[src/rtl/pic_regif_pkg.sv]
package pic_regif_pkg;
  typedef enum logic [2:0] {
    W_NONE = 3'd0,
    W_ICW1 = 3'd1,
    W_DATA = 3'd2,
    W_OCW2 = 3'd3,
    W_OCW3 = 3'd4
  } wr_kind_e;

  typedef enum logic [2:0] {
    S_IDLE = 3'd0,
    S_ICW2 = 3'd1,
    S_ICW3 = 3'd2,
    S_ICW4 = 3'd3,
    S_RUN  = 3'd4
  } init_st_e;
endpackage

[src/rtl/pic_wr_decode.sv]
module pic_wr_decode
  import pic_regif_pkg::*;
(
  input  logic       sel,
  input  logic       wr_en,
  input  logic       a0,
  input  logic [1:0] kind_bits,
  output wr_kind_e   kind
);
  always_comb begin
    kind = W_NONE;
    if (sel && wr_en) begin
      if (a0)                kind = W_DATA;
      else if (kind_bits[1]) kind = W_ICW1;
      else if (kind_bits[0]) kind = W_OCW3;
      else                   kind = W_OCW2;
    end
  end
endmodule

[src/rtl/pic_init_seq.sv]
module pic_init_seq
  import pic_regif_pkg::*;
#(
  parameter int DW = 8,
  localparam int VW = DW - 3
) (
  input  logic          clk,
  input  logic          rst_n,
  input  wr_kind_e      kind,
  input  logic [DW-1:0] wdata,
  output logic          init_done,
  output logic [VW-1:0] vec_base,
  output logic          cascade_mode,
  output logic [DW-1:0] cascade_cfg,
  output logic [DW-1:0] mode_cfg
);
  init_st_e state;
  logic     need_last;

  always_ff @(posedge clk) begin
    if (!rst_n) begin
      state        <= S_IDLE;
      need_last    <= 1'b0;
      vec_base     <= '0;
      cascade_mode <= 1'b0;
      cascade_cfg  <= '0;
      mode_cfg     <= '0;
    end else if (kind == W_ICW1) begin
      state        <= S_ICW2;
      cascade_mode <= ~wdata[1];
      need_last    <= wdata[0];
      mode_cfg     <= '0;
    end else if (kind == W_DATA) begin
      case (state)
        S_ICW2: begin
          vec_base <= wdata[DW-1:3];
          if (cascade_mode)   state <= S_ICW3;
          else if (need_last) state <= S_ICW4;
          else                state <= S_RUN;
        end
        S_ICW3: begin
          cascade_cfg <= wdata;
          state       <= need_last ? S_ICW4 : S_RUN;
        end
        S_ICW4: begin
          mode_cfg <= wdata;
          state    <= S_RUN;
        end
        default: state <= state;
      endcase
    end
  end

  assign init_done = (state == S_RUN);

  assert_init_restart_R2: assert property (@(posedge clk) disable iff (!rst_n)
    $fell(init_done) |-> $past(kind == W_ICW1));

  assert_init_finish_R5: assert property (@(posedge clk) disable iff (!rst_n)
    $rose(init_done) |-> $past(kind == W_DATA));
endmodule

[src/rtl/pic_op_regs.sv]
module pic_op_regs
  import pic_regif_pkg::*;
#(
  parameter int DW = 8,
  localparam int LW = $clog2(DW)
) (
  input  logic          clk,
  input  logic          rst_n,
  input  wr_kind_e      kind,
  input  logic          init_done,
  input  logic [DW-1:0] wdata,
  output logic [DW-1:0] imr,
  output logic          cmd_stb,
  output logic          cmd_rotate,
  output logic          cmd_specific,
  output logic          cmd_eoi,
  output logic [LW-1:0] cmd_level,
  output logic          smm,
  output logic          read_isr,
  output logic          poll_stb
);
  logic run_ocw2, run_ocw3;
  assign run_ocw2 = init_done && (kind == W_OCW2);
  assign run_ocw3 = init_done && (kind == W_OCW3);

  always_ff @(posedge clk) begin
    if (!rst_n) begin
      imr <= '0;
    end else if (kind == W_ICW1) begin
      imr <= '0;
    end else if (init_done && kind == W_DATA) begin
      imr <= wdata;
    end
  end

  always_ff @(posedge clk) begin
    if (!rst_n) begin
      cmd_stb      <= 1'b0;
      cmd_rotate   <= 1'b0;
      cmd_specific <= 1'b0;
      cmd_eoi      <= 1'b0;
      cmd_level    <= '0;
    end else begin
      cmd_stb <= run_ocw2;
      if (run_ocw2) begin
        cmd_rotate   <= wdata[7];
        cmd_specific <= wdata[6];
        cmd_eoi      <= wdata[5];
        cmd_level    <= wdata[LW-1:0];
      end
    end
  end

  always_ff @(posedge clk) begin
    if (!rst_n) begin
      smm      <= 1'b0;
      read_isr <= 1'b0;
      poll_stb <= 1'b0;
    end else if (kind == W_ICW1) begin
      smm      <= 1'b0;
      read_isr <= 1'b0;
      poll_stb <= 1'b0;
    end else begin
      poll_stb <= run_ocw3 && wdata[2];
      if (run_ocw3 && wdata[6]) smm      <= wdata[5];
      if (run_ocw3 && wdata[1]) read_isr <= wdata[0];
    end
  end

  assert_imr_write_only_R7: assert property (@(posedge clk) disable iff (!rst_n)
    !$stable(imr) |-> $past(kind == W_ICW1 || (kind == W_DATA && init_done)));

  assert_cmd_needs_init_R8: assert property (@(posedge clk) disable iff (!rst_n)
    cmd_stb |-> $past(init_done));

  assert_smm_hold_R9: assert property (@(posedge clk) disable iff (!rst_n)
    !$stable(smm) |-> $past(kind == W_ICW1 || kind == W_OCW3));

  assert_poll_needs_init_R11: assert property (@(posedge clk) disable iff (!rst_n)
    poll_stb |-> $past(init_done && kind == W_OCW3));
endmodule

[src/rtl/pic_rd_mux.sv]
module pic_rd_mux #(
  parameter int DW = 8
) (
  input  logic          clk,
  input  logic          rst_n,
  input  logic          rd_fire,
  input  logic          a0,
  input  logic          read_isr,
  input  logic [DW-1:0] imr,
  input  logic [DW-1:0] irr,
  input  logic [DW-1:0] isr,
  output logic [DW-1:0] rdata,
  output logic          rd_valid
);
  always_ff @(posedge clk) begin
    if (!rst_n) begin
      rdata    <= '0;
      rd_valid <= 1'b0;
    end else begin
      rd_valid <= rd_fire;
      if (rd_fire) begin
        if (a0)            rdata <= imr;
        else if (read_isr) rdata <= isr;
        else               rdata <= irr;
      end
    end
  end

  assert_rd_latency_R12: assert property (@(posedge clk) disable iff (!rst_n)
    rd_valid |-> $past(rd_fire));
endmodule

[src/rtl/pic_cmd_regif.sv]
module pic_cmd_regif
  import pic_regif_pkg::*;
#(
  parameter int DW = 8,
  localparam int VW = DW - 3,
  localparam int LW = $clog2(DW)
) (
  input  logic          clk,
  input  logic          rst_n,
  input  logic          sel,
  input  logic          wr_en,
  input  logic          rd_en,
  input  logic          a0,
  input  logic [DW-1:0] wdata,
  input  logic [DW-1:0] irr,
  input  logic [DW-1:0] isr,
  output logic [DW-1:0] rdata,
  output logic          rd_valid,
  output logic          init_done,
  output logic [VW-1:0] vec_base,
  output logic          cascade_mode,
  output logic [DW-1:0] cascade_cfg,
  output logic [DW-1:0] mode_cfg,
  output logic [DW-1:0] imr,
  output logic          cmd_stb,
  output logic          cmd_rotate,
  output logic          cmd_specific,
  output logic          cmd_eoi,
  output logic [LW-1:0] cmd_level,
  output logic          smm,
  output logic          read_isr,
  output logic          poll_stb
);
  wr_kind_e kind;

  pic_wr_decode u_dec (
    .sel       (sel),
    .wr_en     (wr_en),
    .a0        (a0),
    .kind_bits (wdata[4:3]),
    .kind      (kind)
  );

  pic_init_seq #(.DW(DW)) u_init (
    .clk          (clk),
    .rst_n        (rst_n),
    .kind         (kind),
    .wdata        (wdata),
    .init_done    (init_done),
    .vec_base     (vec_base),
    .cascade_mode (cascade_mode),
    .cascade_cfg  (cascade_cfg),
    .mode_cfg     (mode_cfg)
  );

  pic_op_regs #(.DW(DW)) u_ops (
    .clk          (clk),
    .rst_n        (rst_n),
    .kind         (kind),
    .init_done    (init_done),
    .wdata        (wdata),
    .imr          (imr),
    .cmd_stb      (cmd_stb),
    .cmd_rotate   (cmd_rotate),
    .cmd_specific (cmd_specific),
    .cmd_eoi      (cmd_eoi),
    .cmd_level    (cmd_level),
    .smm          (smm),
    .read_isr     (read_isr),
    .poll_stb     (poll_stb)
  );

  pic_rd_mux #(.DW(DW)) u_rd (
    .clk      (clk),
    .rst_n    (rst_n),
    .rd_fire  (sel && rd_en),
    .a0       (a0),
    .read_isr (read_isr),
    .imr      (imr),
    .irr      (irr),
    .isr      (isr),
    .rdata    (rdata),
    .rd_valid (rd_valid)
  );
endmodule

[config.mk]
export PLATFORM = sky130hd
export DESIGN_NAME = pic_cmd_regif
export DESIGN_NICKNAME = d
export VERILOG_FILES = /design/src/rtl/pic_regif_pkg.sv /design/src/rtl/pic_wr_decode.sv /design/src/rtl/pic_init_seq.sv /design/src/rtl/pic_op_regs.sv /design/src/rtl/pic_rd_mux.sv /design/src/rtl/pic_cmd_regif.sv
export SDC_FILE = /design/constraint.sdc
export NUM_CORES = 1
export LEC_CHECK = 0
export BUFFER_PORTS_ARGS = -buffer_cell sky130_fd_sc_hd__buf_2
export CORE_ASPECT_RATIO = 1.75
export CORE_MARGIN = 1
export CORE_UTILIZATION = 50
export CTS_CLUSTER_SIZE = 10
export DETAILED_ROUTE_END_ITERATION = 6
export PLACE_DENSITY = 0.9
export SYNTH_ARGS = -nofsm -noshare
export SYNTH_HDL_FRONTEND = slang
export SYNTH_SLANG_ARGS = --single-unit
export TNS_END_PERCENT = 100
[constraint.sdc]
create_clock -name clk -period 4 [get_ports clk]
set_input_delay 0.4 -clock clk [delete_from_list [all_inputs] [get_ports clk]]
set_output_delay 0.4 -clock clk [all_outputs]
set_load 0.005 [all_outputs]
==> results of run 1 <==
final timing paths:
path / startpoint / end / slack [ns] / cells past startpoint
setup / recovery: u_init.state[1] / init_done / 2.39 / 2
hold / removal: wdata[2] / u_ops.poll_stb / 0.37 / 3
setup reg to reg: u_init.state[2] / u_init.mode_cfg[2] / 2.44 / 4
hold reg to reg: u_init.mode_cfg[5] / u_init.mode_cfg[5] / 0.46 / 2
cells by family after synthesis:
| group | count (synthesis) |
|---|---|
| flops | 53 |
| buf+inv | 17 |
| simple gates | 109 |
| compound gates | 46 |
| mux | 24 |
cell usage in the layout (no fill, tap or decap), types with 2 or more instances in the layout:
cell type,count
sky130_fd_sc_hd__nand2_1,45
sky130_fd_sc_hd__nor3_1,2
sky130_fd_sc_hd__mux2i_1,24
sky130_fd_sc_hd__o21ai_0,20
sky130_fd_sc_hd__a21oi_1,21
sky130_fd_sc_hd__nor2_1,18
sky130_fd_sc_hd__clkbuf_8,5
sky130_fd_sc_hd__nor3b_1,2
sky130_fd_sc_hd__o21ai_1,2
sky130_fd_sc_hd__dfxtp_1,53
sky130_fd_sc_hd__and4b_1,2
sky130_fd_sc_hd__buf_2,79
sky130_fd_sc_hd__nand3_1,29
worst max-delay path, delay by kind of cell, from the launching register on:
kind | cells | cell delay (ns)
flops | 1 | 0.47
simple gates | 1 | 0.28
buf+inv | 1 | 0.15
per-layer routing:
layer	GRT usage [%]	up-vias	wire (um)	part of all wire, %
li1	-	998	-	-
met5	0	-	0	0
met3	4.91	8	376	7.1
met4	7.24	0	68	1.3
met1	25.8	953	2020	38
met2	43.1	82	2820	53
stage by stage:
step	cells	util [%]	cell area (um2)	setup slack, ns
after CTS	369	63.3	2650	2.39
after floorplan	249	-	2200	2.66
final	369	63.3	2650	2.39
after global routing	369	63.3	2650	2.32
after detailed placement	361	61.1	2560	2.12
after global placement	361	61.1	2560	2.19
layout make-up:
cell class	instances	area (um2)	area share (%)
clock inverters	3	25.0	0.943
repair buffers	79	395	14.9
flip-flops and latches	53	1060	40.0
multi-input cells	179	1040	39.1
clock buffers	5	68.8	2.59
well taps	49	61.3	2.31
inverters	1	3.75	0.142
flip-flops by register name, summed over array words and instances (netlist names):
signal               cells
u_init.cascade_cfg       8
u_init.cascade_mode      1
u_init.mode_cfg          8
u_init.need_last         1
u_init.state             3
u_init.vec_base          5
u_ops.cmd_eoi            1
u_ops.cmd_level          3
u_ops.cmd_rotate         1
u_ops.cmd_specific       1
u_ops.cmd_stb            1
u_ops.imr                8
u_ops.poll_stb           1
u_ops.read_isr           1
u_ops.smm                1
u_rd.rd_valid            1
u_rd.rdata               8
power groups by stage:
| stage | clock, mW | combinational (mW) | sequential, mW |
|---|---|---|---|
| 5_1_grt | 0.329 | 0.0668 | 0.535 |
| 6_report | 0.309 | 0.0612 | 0.535 |
| 3_5_place_dp | 0 | 0.0607 | 0.547 |
| 3_3_place_gp | 0 | 0.0588 | 0.547 |
| 4_1_cts | 0.310 | 0.0609 | 0.535 |
| 2_1_floorplan | 0 | 0.0313 | 0.546 |
==> run_summary.xml, run 1 <==
<?xml version="1.0" encoding="UTF-8"?>
<metrics>
  <group name="sta">
    <metric name="hold_violation_total_from_the_final_report" unit="">0</metric>
    <metric name="fin_setup_tns" unit="ns">0</metric>
    <metric name="achievable-frequency" unit="MHz">620</metric>
    <metric name="maxSlewHeadroom" unit="%">54.1</metric>
    <metric name="number_of_pins_exceeding_their_max_slew_limit_in_the_final_report" unit="">0</metric>
    <metric name="grt_setup_unrepaired" unit="">no</metric>
    <metric name="holdWs" unit="ns">0.370</metric>
    <metric name="period_share" unit="%">40.3</metric>
    <metric name="fin_skew" unit="ns">0.0102</metric>
    <metric name="worst_pin_slew" unit="ns">0.686</metric>
    <metric name="final-setup-viol-count" unit="">0</metric>
    <metric name="finalCriticalPeriod" unit="ns">1.61</metric>
  </group>
  <group name="placement">
    <metric name="place_hpwl" unit="um">3830</metric>
    <metric name="port_buffers" unit="">79</metric>
    <metric name="place_congestion" unit="">0.787</metric>
  </group>
  <group name="synth">
    <metric name="yosys-mux-area-fraction" unit="%">10.9</metric>
    <metric name="synth_cells" unit="">249</metric>
    <metric name="basic_gate_share_of_the_synthesized_area_counting_and_or_nand_and_nor_cells" unit="%">25.4</metric>
    <metric name="synthesis.area" unit="um2">2200</metric>
    <metric name="synth_edf_count" unit="">0</metric>
    <metric name="net_count_after_synthesis" unit="">279</metric>
    <metric name="ys_ff_latch" unit="">53</metric>
    <metric name="synthTopCellsByCount" unit="">sky130_fd_sc_hd__dfxtp_1, sky130_fd_sc_hd__nand2_1, sky130_fd_sc_hd__nand3_1</metric>
    <metric name="yosysUniqueCellTypes" unit="">31</metric>
    <metric name="synth_compound_gate_area_share" unit="%">10.9</metric>
    <metric name="synth-async-reset-ratio" unit="%">0</metric>
    <metric name="synth_top_family_by_area" unit="">simple AND/OR/NAND/NOR gates</metric>
    <metric name="ys_seq_area_share" unit="%">48.2</metric>
    <metric name="synth_top_cells_by_area" unit="">sky130_fd_sc_hd__dfxtp_1, sky130_fd_sc_hd__mux2i_1, sky130_fd_sc_hd__nand2_1, sky130_fd_sc_hd__nand3_1, sky130_fd_sc_hd__a21oi_1</metric>
    <metric name="yosysMostFrequentCell" unit="">sky130_fd_sc_hd__dfxtp_1</metric>
    <metric name="ys.warnings.count" unit="">0</metric>
    <metric name="syn_avg_cell_area" unit="um2">8.83</metric>
    <metric name="synth_flop_cell" unit="">sky130_fd_sc_hd__dfxtp_1</metric>
    <metric name="synthDominantAreaCellType" unit="">sky130_fd_sc_hd__dfxtp_1</metric>
    <metric name="synth_largest_type_area_fraction" unit="%">48.2</metric>
    <metric name="post_synth_fa_ha_maj_area_fraction" unit="%">0</metric>
    <metric name="synth-xor-area-share" unit="%">0</metric>
  </group>
  <group name="setup_path">
    <metric name="worst-setup-path-type" unit="">register to output pin</metric>
    <metric name="crit_chain" unit="">nor3b_4 &gt; buf_2</metric>
    <metric name="required" unit="ns">3.60</metric>
    <metric name="worst_setup_path_start_kind" unit="">register</metric>
    <metric name="worst_setup_path_end_kind" unit="">output pin</metric>
    <metric name="crit_path_top_delay_cell" unit="">sky130_fd_sc_hd__dfxtp_1</metric>
    <metric name="largest_stage_delay_on_the_critical_path" unit="ns">0.47</metric>
    <metric name="top_fanout_value_on_the_critical_path" unit="">10</metric>
    <metric name="worst_ep_arrival_time" unit="ns">1.21</metric>
  </group>
  <group name="die">
    <metric name="coreArea" unit="um2">4190</metric>
    <metric name="die_width" unit="um">52.1</metric>
    <metric name="fp-row-count" unit="">31</metric>
    <metric name="initial_utilization" unit="%">52.5</metric>
    <metric name="pin_count" unit="">80</metric>
    <metric name="die-area" unit="um2">4680</metric>
    <metric name="die-height" unit="um">89.7</metric>
  </group>
  <group name="grt">
    <metric name="grt_overflow_total" unit="">0</metric>
    <metric name="gr-usage-all-layers" unit="%">23.6</metric>
    <metric name="grt_first_pass_wirelength" unit="um">8420</metric>
    <metric name="vias_in_the_first_global_route" unit="">1857</metric>
    <metric name="grt_antenna_before_repair" unit="">0</metric>
    <metric name="pin_count_of_the_biggest_net_entering_global_routing" unit="">24</metric>
  </group>
  <group name="power_and_ir_drop">
    <metric name="internal_power" unit="mW">0.680</metric>
    <metric name="power.share.combinational" unit="%">6.8</metric>
    <metric name="p_sw" unit="mW">0.225</metric>
    <metric name="switching_share" unit="%">24.9</metric>
    <metric name="sequentialPowerShare" unit="%">59.0</metric>
    <metric name="pwr_density_cell" unit="nW/um2">341</metric>
    <metric name="static-leakage-power" unit="nW">1.19</metric>
    <metric name="power.share.clock" unit="%">34.2</metric>
    <metric name="vdd_drop_max" unit="uV">359</metric>
    <metric name="post-layout-total-power" unit="mW">0.905</metric>
  </group>
  <group name="detailed_routing">
    <metric name="drt-wirelength-per-cell" unit="um">14.3</metric>
    <metric name="drt_iter0_drc" unit="">55</metric>
    <metric name="via_count" unit="">2041</metric>
    <metric name="drc" unit="">0</metric>
    <metric name="drt_wl_total" unit="um">5290</metric>
    <metric name="vias_per_cell" unit="">5.53</metric>
    <metric name="drt_first_pass_iters" unit="">4</metric>
    <metric name="drtAntennaViolNets" unit="">0</metric>
  </group>
  <group name="clock_network">
    <metric name="htreeDepth" unit="">2</metric>
    <metric name="clock_buffer_depth" unit="">2</metric>
    <metric name="insertion_delay" unit="ns">0.31</metric>
    <metric name="root_buffer" unit="">sky130_fd_sc_hd__clkbuf_8</metric>
    <metric name="clk_pin_slew" unit="ns">0.10</metric>
    <metric name="post-cts-setup-buffer-count" unit="">0</metric>
    <metric name="numClockSinks" unit="">53</metric>
    <metric name="cts_hold_repair.buffers" unit="">0</metric>
    <metric name="cts_tree" unit="">yes</metric>
    <metric name="post_cts_resized" unit="">0</metric>
    <metric name="cts_inserted_buffers" unit="">5</metric>
  </group>
  <group name="finish">
    <metric name="fillerInstances" unit="">366</metric>
    <metric name="antenna-diode-count" unit="">0</metric>
    <metric name="flow.area_growth_from_synthesis" unit="%">20.6</metric>
    <metric name="post_route_cells_drive_above_1_share" unit="%">30.0</metric>
    <metric name="layout.nets" unit="">349</metric>
  </group>
  <group name="run">
    <metric name="drv.max_cap_violation_count" unit="">0</metric>
  </group>
  <group name="worst_hold_path">
    <metric name="worst_hold_path_type" unit="">primary input to register</metric>
  </group>
  <group name="run_status">
    <metric name="outcome" unit="">finished clean</metric>
  </group>
</metrics>
(Power assumes the default switching activity.)
==> run 2: changes to the inputs <==
CORE_UTILIZATION = 44   (was 50)
PLACE_DENSITY = 0.84   (was 0.9)
clock period = 1.48 ns   (was 4 ns; I/O delays follow)
==> run_summary.xml, run 2 (synthesis gave the netlist of run 1 again) <==
<?xml version="1.0" encoding="UTF-8"?>
<metrics>
  <group name="grt">
    <metric name="grt_use_met1" unit="%">20.9</metric>
    <metric name="gr-usage-all-layers" unit="%">21.3</metric>
    <metric name="grt_util_met3" unit="%">3.80</metric>
    <metric name="grt_overflow_total" unit="">0</metric>
    <metric name="grt_first_pass_wirelength" unit="um">8540</metric>
    <metric name="pin_count_of_the_biggest_net_entering_global_routing" unit="">22</metric>
    <metric name="grt.met2_usage" unit="%">40.7</metric>
    <metric name="grt-busiest-layer" unit="">met2</metric>
    <metric name="vias_in_the_first_global_route" unit="">1890</metric>
    <metric name="grt_antenna_before_repair" unit="">0</metric>
  </group>
  <group name="clock_network">
    <metric name="clk_pin_slew" unit="ns">0.10</metric>
    <metric name="clock_buffer_depth" unit="">2</metric>
    <metric name="numClockSinks" unit="">53</metric>
    <metric name="cts_inserted_buffers" unit="">5</metric>
    <metric name="root_buffer" unit="">sky130_fd_sc_hd__clkbuf_8</metric>
    <metric name="insertion_delay" unit="ns">0.32</metric>
    <metric name="cts_tree" unit="">yes</metric>
    <metric name="htreeDepth" unit="">2</metric>
  </group>
  <group name="finish">
    <metric name="post-route-util" unit="%">59.2</metric>
    <metric name="post_route_cells_drive_above_1_share" unit="%">33.7</metric>
    <metric name="fin_area" unit="um2">2810</metric>
    <metric name="antenna-diode-count" unit="">0</metric>
    <metric name="final_cell_mix" unit="">sky130_fd_sc_hd__buf_2, sky130_fd_sc_hd__dfxtp_1, sky130_fd_sc_hd__nand2_1</metric>
    <metric name="flow.area_growth_from_synthesis" unit="%">27.8</metric>
    <metric name="layout.cells.most_common" unit="">sky130_fd_sc_hd__buf_2</metric>
    <metric name="layout.nets" unit="">361</metric>
  </group>
  <group name="power_and_ir_drop">
    <metric name="power.share.clock" unit="%">41.7</metric>
    <metric name="p_sw" unit="mW">0.609</metric>
    <metric name="power.share.combinational" unit="%">6.8</metric>
    <metric name="sequentialPowerShare" unit="%">51.5</metric>
    <metric name="vdd_drop_max" unit="uV">860</metric>
    <metric name="static-leakage-power" unit="nW">1.28</metric>
    <metric name="pwr_density_cell" unit="nW/um2">997</metric>
    <metric name="switching_share" unit="%">21.7</metric>
    <metric name="internal_power" unit="mW">2.19</metric>
  </group>
  <group name="sta">
    <metric name="achievable-frequency" unit="MHz">730</metric>
    <metric name="maxSlewHeadroom" unit="%">64.8</metric>
    <metric name="fin_skew" unit="ns">0.00910</metric>
    <metric name="holdWs" unit="ns">0.122</metric>
    <metric name="finalCriticalPeriod" unit="ns">1.37</metric>
    <metric name="period_share" unit="%">92.5</metric>
    <metric name="final-setup-viol-count" unit="">0</metric>
    <metric name="hold_violation_total_from_the_final_report" unit="">0</metric>
    <metric name="fin_setup_tns" unit="ns">0</metric>
    <metric name="number_of_pins_exceeding_their_max_slew_limit_in_the_final_report" unit="">0</metric>
    <metric name="grt_setup_unrepaired" unit="">no</metric>
    <metric name="worst_pin_slew" unit="ns">0.524</metric>
  </group>
  <group name="run_status">
    <metric name="outcome" unit="">finished clean</metric>
  </group>
  <group name="setup_path">
    <metric name="required" unit="ns">1.74</metric>
    <metric name="largest_stage_delay_on_the_critical_path" unit="ns">0.46</metric>
    <metric name="worst_setup_path_end_kind" unit="">register</metric>
    <metric name="cp_top_family" unit="">flip-flops</metric>
    <metric name="count_of_buffer_and_inverter_cells_on_the_critical_path" unit="">1</metric>
    <metric name="worst_ep_arrival_time" unit="ns">1.63</metric>
    <metric name="worst_setup_path_start_kind" unit="">register</metric>
    <metric name="top_fanout_value_on_the_critical_path" unit="">10</metric>
    <metric name="worst-setup-path-type" unit="">register to register</metric>
    <metric name="crit_path_top_delay_cell" unit="">sky130_fd_sc_hd__dfxtp_1</metric>
    <metric name="crit_chain" unit="">buf_4 &gt; nor3b_1 &gt; a21oi_1 &gt; nor3_1 &gt; o21ba_2</metric>
  </group>
  <group name="placement">
    <metric name="port_buffers" unit="">79</metric>
    <metric name="postPlaceCellArea" unit="um2">2660</metric>
    <metric name="place_hpwl" unit="um">4160</metric>
    <metric name="place_congestion" unit="">0.793</metric>
  </group>
  <group name="die">
    <metric name="die-height" unit="um">95.5</metric>
    <metric name="die_width" unit="um">55.4</metric>
    <metric name="initial_utilization" unit="%">46.3</metric>
    <metric name="coreArea" unit="um2">4750</metric>
    <metric name="fp-row-count" unit="">33</metric>
    <metric name="pin_count" unit="">80</metric>
    <metric name="die-area" unit="um2">5300</metric>
  </group>
  <group name="detailed_routing">
    <metric name="drt_iter0_drc" unit="">88</metric>
    <metric name="drtAntennaViolNets" unit="">0</metric>
    <metric name="drt_first_pass_iters" unit="">4</metric>
    <metric name="drc" unit="">0</metric>
    <metric name="drt-wirelength-per-cell" unit="um">14.4</metric>
    <metric name="via_count" unit="">2066</metric>
    <metric name="vias_per_cell" unit="">5.38</metric>
    <metric name="drt_wl_total" unit="um">5520</metric>
  </group>
  <group name="worst_hold_path">
    <metric name="worst_hold_path_type" unit="">primary input to register</metric>
  </group>
  <group name="run">
    <metric name="drv.max_cap_violation_count" unit="">0</metric>
  </group>
</metrics>
[run 2: changes by cell type in the layout (fill, tap and decap cells not counted)]
cell / previous run / this run
sky130_fd_sc_hd__dfxtp_2: 0 / 1
sky130_fd_sc_hd__buf_4: 0 / 11
sky130_fd_sc_hd__clkinvlp_4: 1 / 0
sky130_fd_sc_hd__dfxtp_1: 53 / 52
sky130_fd_sc_hd__clkinv_4: 1 / 0
sky130_fd_sc_hd__buf_12: 0 / 1
sky130_fd_sc_hd__and4b_2: 0 / 1
sky130_fd_sc_hd__nand3_1: 29 / 28
sky130_fd_sc_hd__bufinv_16: 0 / 2
sky130_fd_sc_hd__nand3_2: 0 / 1
sky130_fd_sc_hd__and3_1: 1 / 0
sky130_fd_sc_hd__and4b_1: 2 / 1
sky130_fd_sc_hd__and3_2: 0 / 1
[run 2: worst register-to-register path, stage by stage, from the launching register on]
cell and delay, ns:
sky130_fd_sc_hd__dfxtp_1 0.46, sky130_fd_sc_hd__buf_4 0.22, sky130_fd_sc_hd__nor3b_1 0.19, sky130_fd_sc_hd__a21oi_1 0.08
sky130_fd_sc_hd__nor3_1 0.20, sky130_fd_sc_hd__o21ba_2 0.17
[run 2: path summary, 6_finish.rpt]
check	from	endpoint	slack, ns	depth (start not counted)
setup / recovery	u_init.state[0]	u_init.state[2]	0.11	5
hold / removal	wdata[2]	u_init.cascade_cfg[2]	0.12	3
setup reg to reg	u_init.state[0]	u_init.state[2]	0.11	5
hold reg to reg	u_rd.rdata[6]	u_rd.rdata[6]	0.46	2
[run 2: area by class of cell]
type | instances | area, um2
Fill cell | 425 | 1940
Sequential cell | 53 | 1060
Multi-Input combinational cell | 179 | 1040
Timing Repair Buffer | 91 | 498
Clock buffer | 5 | 68.8
Clock inverter | 3 | 68.8
Tap cell | 52 | 65.1
Inverter | 1 | 3.75
[run 2: routing by layer]
layer	vias up	part of all wire, %
li1	1019	-
met1	949	38
met2	85	54
met3	13	4.9
met4	0	2.6
met5	-	0
[run 2: power groups by stage]
stage	sequential, mW	combinational (mW)	clock [mW]
after floorplan	1.48	0.0846	0
after global placement	1.48	0.184	0
after detailed placement	1.48	0.189	0
after CTS	1.44	0.190	1.19
after global routing	1.45	0.206	1.25
final	1.44	0.189	1.17
[run 2: timing repair]
action | CTS | global route
hold buffers | 0 | 0
gates resized for setup | 1 | 3
buffers inserted | 0 | 1
setup endpoints to repair | 1 | 18
[run 2: through the flow]
step / cells / setup WS, ns / total power [mW]
CTS: 383 / 0.0480 / 2.82
floorplan: 249 / 0.144 / 1.56
global route: 384 / 0.0428 / 2.90
detailed placement: 375 / 0.0221 / 1.67
finish: 384 / 0.110 / 2.80
global placement: 375 / 0.0930 / 1.66
==> run 3: changes to the inputs <==
RECOVER_POWER = 25   (was unset)
==> run_summary.xml, run 3 (synthesis gave the netlist of run 1 again) <==
<?xml version="1.0" encoding="UTF-8"?>
<metrics>
  <group name="run_status">
    <metric name="outcome" unit="">finished clean</metric>
  </group>
  <group name="grt">
    <metric name="vias_in_the_first_global_route" unit="">1890</metric>
    <metric name="gr-usage-all-layers" unit="%">21.3</metric>
    <metric name="pin_count_of_the_biggest_net_entering_global_routing" unit="">22</metric>
    <metric name="grt_overflow_total" unit="">0</metric>
    <metric name="grt_first_pass_wirelength" unit="um">8540</metric>
    <metric name="grt_antenna_before_repair" unit="">0</metric>
  </group>
  <group name="sta">
    <metric name="final_worst_setup_slack" unit="ns">0.0786</metric>
    <metric name="achievable-frequency" unit="MHz">714</metric>
    <metric name="maxSlewHeadroom" unit="%">64.8</metric>
    <metric name="period_share" unit="%">94.7</metric>
    <metric name="worst_pin_slew" unit="ns">0.525</metric>
    <metric name="fin_setup_tns" unit="ns">0</metric>
    <metric name="hold_violation_total_from_the_final_report" unit="">0</metric>
    <metric name="grt_setup_unrepaired" unit="">no</metric>
    <metric name="fin_skew" unit="ns">0.00891</metric>
    <metric name="finalCriticalPeriod" unit="ns">1.40</metric>
    <metric name="final-setup-viol-count" unit="">0</metric>
    <metric name="number_of_pins_exceeding_their_max_slew_limit_in_the_final_report" unit="">0</metric>
  </group>
  <group name="finish">
    <metric name="layout.cells.most_common" unit="">sky130_fd_sc_hd__buf_2</metric>
    <metric name="layout.nets" unit="">361</metric>
    <metric name="post-route-util" unit="%">59.0</metric>
    <metric name="final_cell_mix" unit="">sky130_fd_sc_hd__buf_2, sky130_fd_sc_hd__dfxtp_1, sky130_fd_sc_hd__nand2_1</metric>
    <metric name="post_route_cells_drive_above_1_share" unit="%">31.0</metric>
    <metric name="fin_area" unit="um2">2800</metric>
    <metric name="flow.area_growth_from_synthesis" unit="%">27.3</metric>
    <metric name="antenna-diode-count" unit="">0</metric>
  </group>
  <group name="placement">
    <metric name="port_buffers" unit="">79</metric>
    <metric name="place_hpwl" unit="um">4160</metric>
    <metric name="postPlaceCellArea" unit="um2">2660</metric>
    <metric name="detailedPlace.worstSlack" unit="ns">0.0221</metric>
    <metric name="place_congestion" unit="">0.793</metric>
  </group>
  <group name="detailed_routing">
    <metric name="detailroute.wirelength.met3" unit="um">319</metric>
    <metric name="vias_per_cell" unit="">5.43</metric>
    <metric name="drt_wl_total" unit="um">5560</metric>
    <metric name="drt_iter0_drc" unit="">89</metric>
    <metric name="drt-wirelength-per-cell" unit="um">14.5</metric>
    <metric name="met2WireLength" unit="um">2960</metric>
    <metric name="drt_first_pass_iters" unit="">4</metric>
    <metric name="detail_route.wirelength.met1" unit="um">2100</metric>
    <metric name="drc" unit="">0</metric>
    <metric name="via_count" unit="">2086</metric>
    <metric name="drtAntennaViolNets" unit="">0</metric>
    <metric name="highest-signal-layer" unit="">met4</metric>
  </group>
  <group name="die">
    <metric name="coreArea" unit="um2">4750</metric>
    <metric name="die-area" unit="um2">5300</metric>
    <metric name="die_width" unit="um">55.4</metric>
    <metric name="pin_count" unit="">80</metric>
    <metric name="die-height" unit="um">95.5</metric>
    <metric name="fp-row-count" unit="">33</metric>
    <metric name="initial_utilization" unit="%">46.3</metric>
  </group>
  <group name="clock_network">
    <metric name="root_buffer" unit="">sky130_fd_sc_hd__clkbuf_8</metric>
    <metric name="clock_buffer_depth" unit="">2</metric>
    <metric name="cts_inserted_buffers" unit="">5</metric>
    <metric name="clk_pin_slew" unit="ns">0.10</metric>
    <metric name="htreeDepth" unit="">2</metric>
    <metric name="insertion_delay" unit="ns">0.32</metric>
    <metric name="cts_tree" unit="">yes</metric>
    <metric name="numClockSinks" unit="">53</metric>
    <metric name="cts_hold_repair.buffers" unit="">0</metric>
  </group>
  <group name="setup_path">
    <metric name="top_fanout_value_on_the_critical_path" unit="">10</metric>
    <metric name="worst_setup_path_end_kind" unit="">register</metric>
    <metric name="worst_setup_path_start_kind" unit="">register</metric>
    <metric name="required" unit="ns">1.73</metric>
    <metric name="worst-setup-path-type" unit="">register to register</metric>
    <metric name="worst_ep_arrival_time" unit="ns">1.66</metric>
  </group>
  <group name="worst_hold_path">
    <metric name="worst_hold_path_type" unit="">primary input to register</metric>
  </group>
  <group name="power_and_ir_drop">
    <metric name="pwr_density_cell" unit="nW/um2">999</metric>
    <metric name="static-leakage-power" unit="nW">1.25</metric>
    <metric name="post-layout-total-power" unit="mW">2.80</metric>
    <metric name="vdd_drop_max" unit="uV">860</metric>
  </group>
  <group name="run">
    <metric name="drv.max_cap_violation_count" unit="">0</metric>
  </group>
</metrics>
## run 3: timing repair
| action | in CTS | in global routing |
|---|---|---|
| gates resized for setup | 1 | 3 |
| pin swaps | 0 | 0 |
| setup endpoints to repair | 1 | 18 |
| setup buffers | 0 | 1 |
## run 3: per-stage QoR
stage | hold WS, ns | std cells
2_1_floorplan | 0.274 | 249
3_3_place_gp | 0.439 | 375
3_5_place_dp | 0.444 | 375
4_1_cts | 0.111 | 383
5_1_grt | 0.116 | 384
6_report | 0.128 | 384
## run 3: per-layer routing
layer  global-route usage (%)  up-vias
met2                     40.7       92
met3                     3.80       15
met1                     20.9      957
li1                         -     1022
met4                     13.1        0
met5                        0        -
## run 3: where the power goes
| group | switching [mW] | internal [mW] | leakage [nW] |
|---|---|---|---|
| sequential | 0.00747 | 1.44 | 0.428 |
| combinational | 0.113 | 0.0756 | 0.750 |
| clock | 0.487 | 0.680 | 0.0687 |
## run 3: area by class of cell
cell class                      instances  area (um2)
Fill cell                             429        1950
Sequential cell                        53        1060
Multi-Input combinational cell        179        1040
Timing Repair Buffer                   91         487
Clock buffer                            5        68.8
Clock inverter                          3        68.8
Tap cell                               52        65.1
Inverter                                1        3.75
## run 3: final timing paths
check,start,end,slack [ns],cells after the start
worst max-delay path,u_init.state[0],u_init.state[2],0.08,5
worst min-delay path,wdata[2],u_init.cascade_cfg[2],0.13,3
worst max register to register,u_init.state[0],u_init.state[2],0.08,5
worst min register to register,u_rd.rdata[6],u_rd.rdata[6],0.46,2
## run 3: critical path, cell delays in order (launching register included)
cell and delay [ns]:
sky130_fd_sc_hd__dfxtp_1 0.46, sky130_fd_sc_hd__buf_4 0.22, sky130_fd_sc_hd__nor3b_1 0.21, sky130_fd_sc_hd__a21oi_1 0.09, sky130_fd_sc_hd__nor3_1 0.20, sky130_fd_sc_hd__o21ba_2 0.17
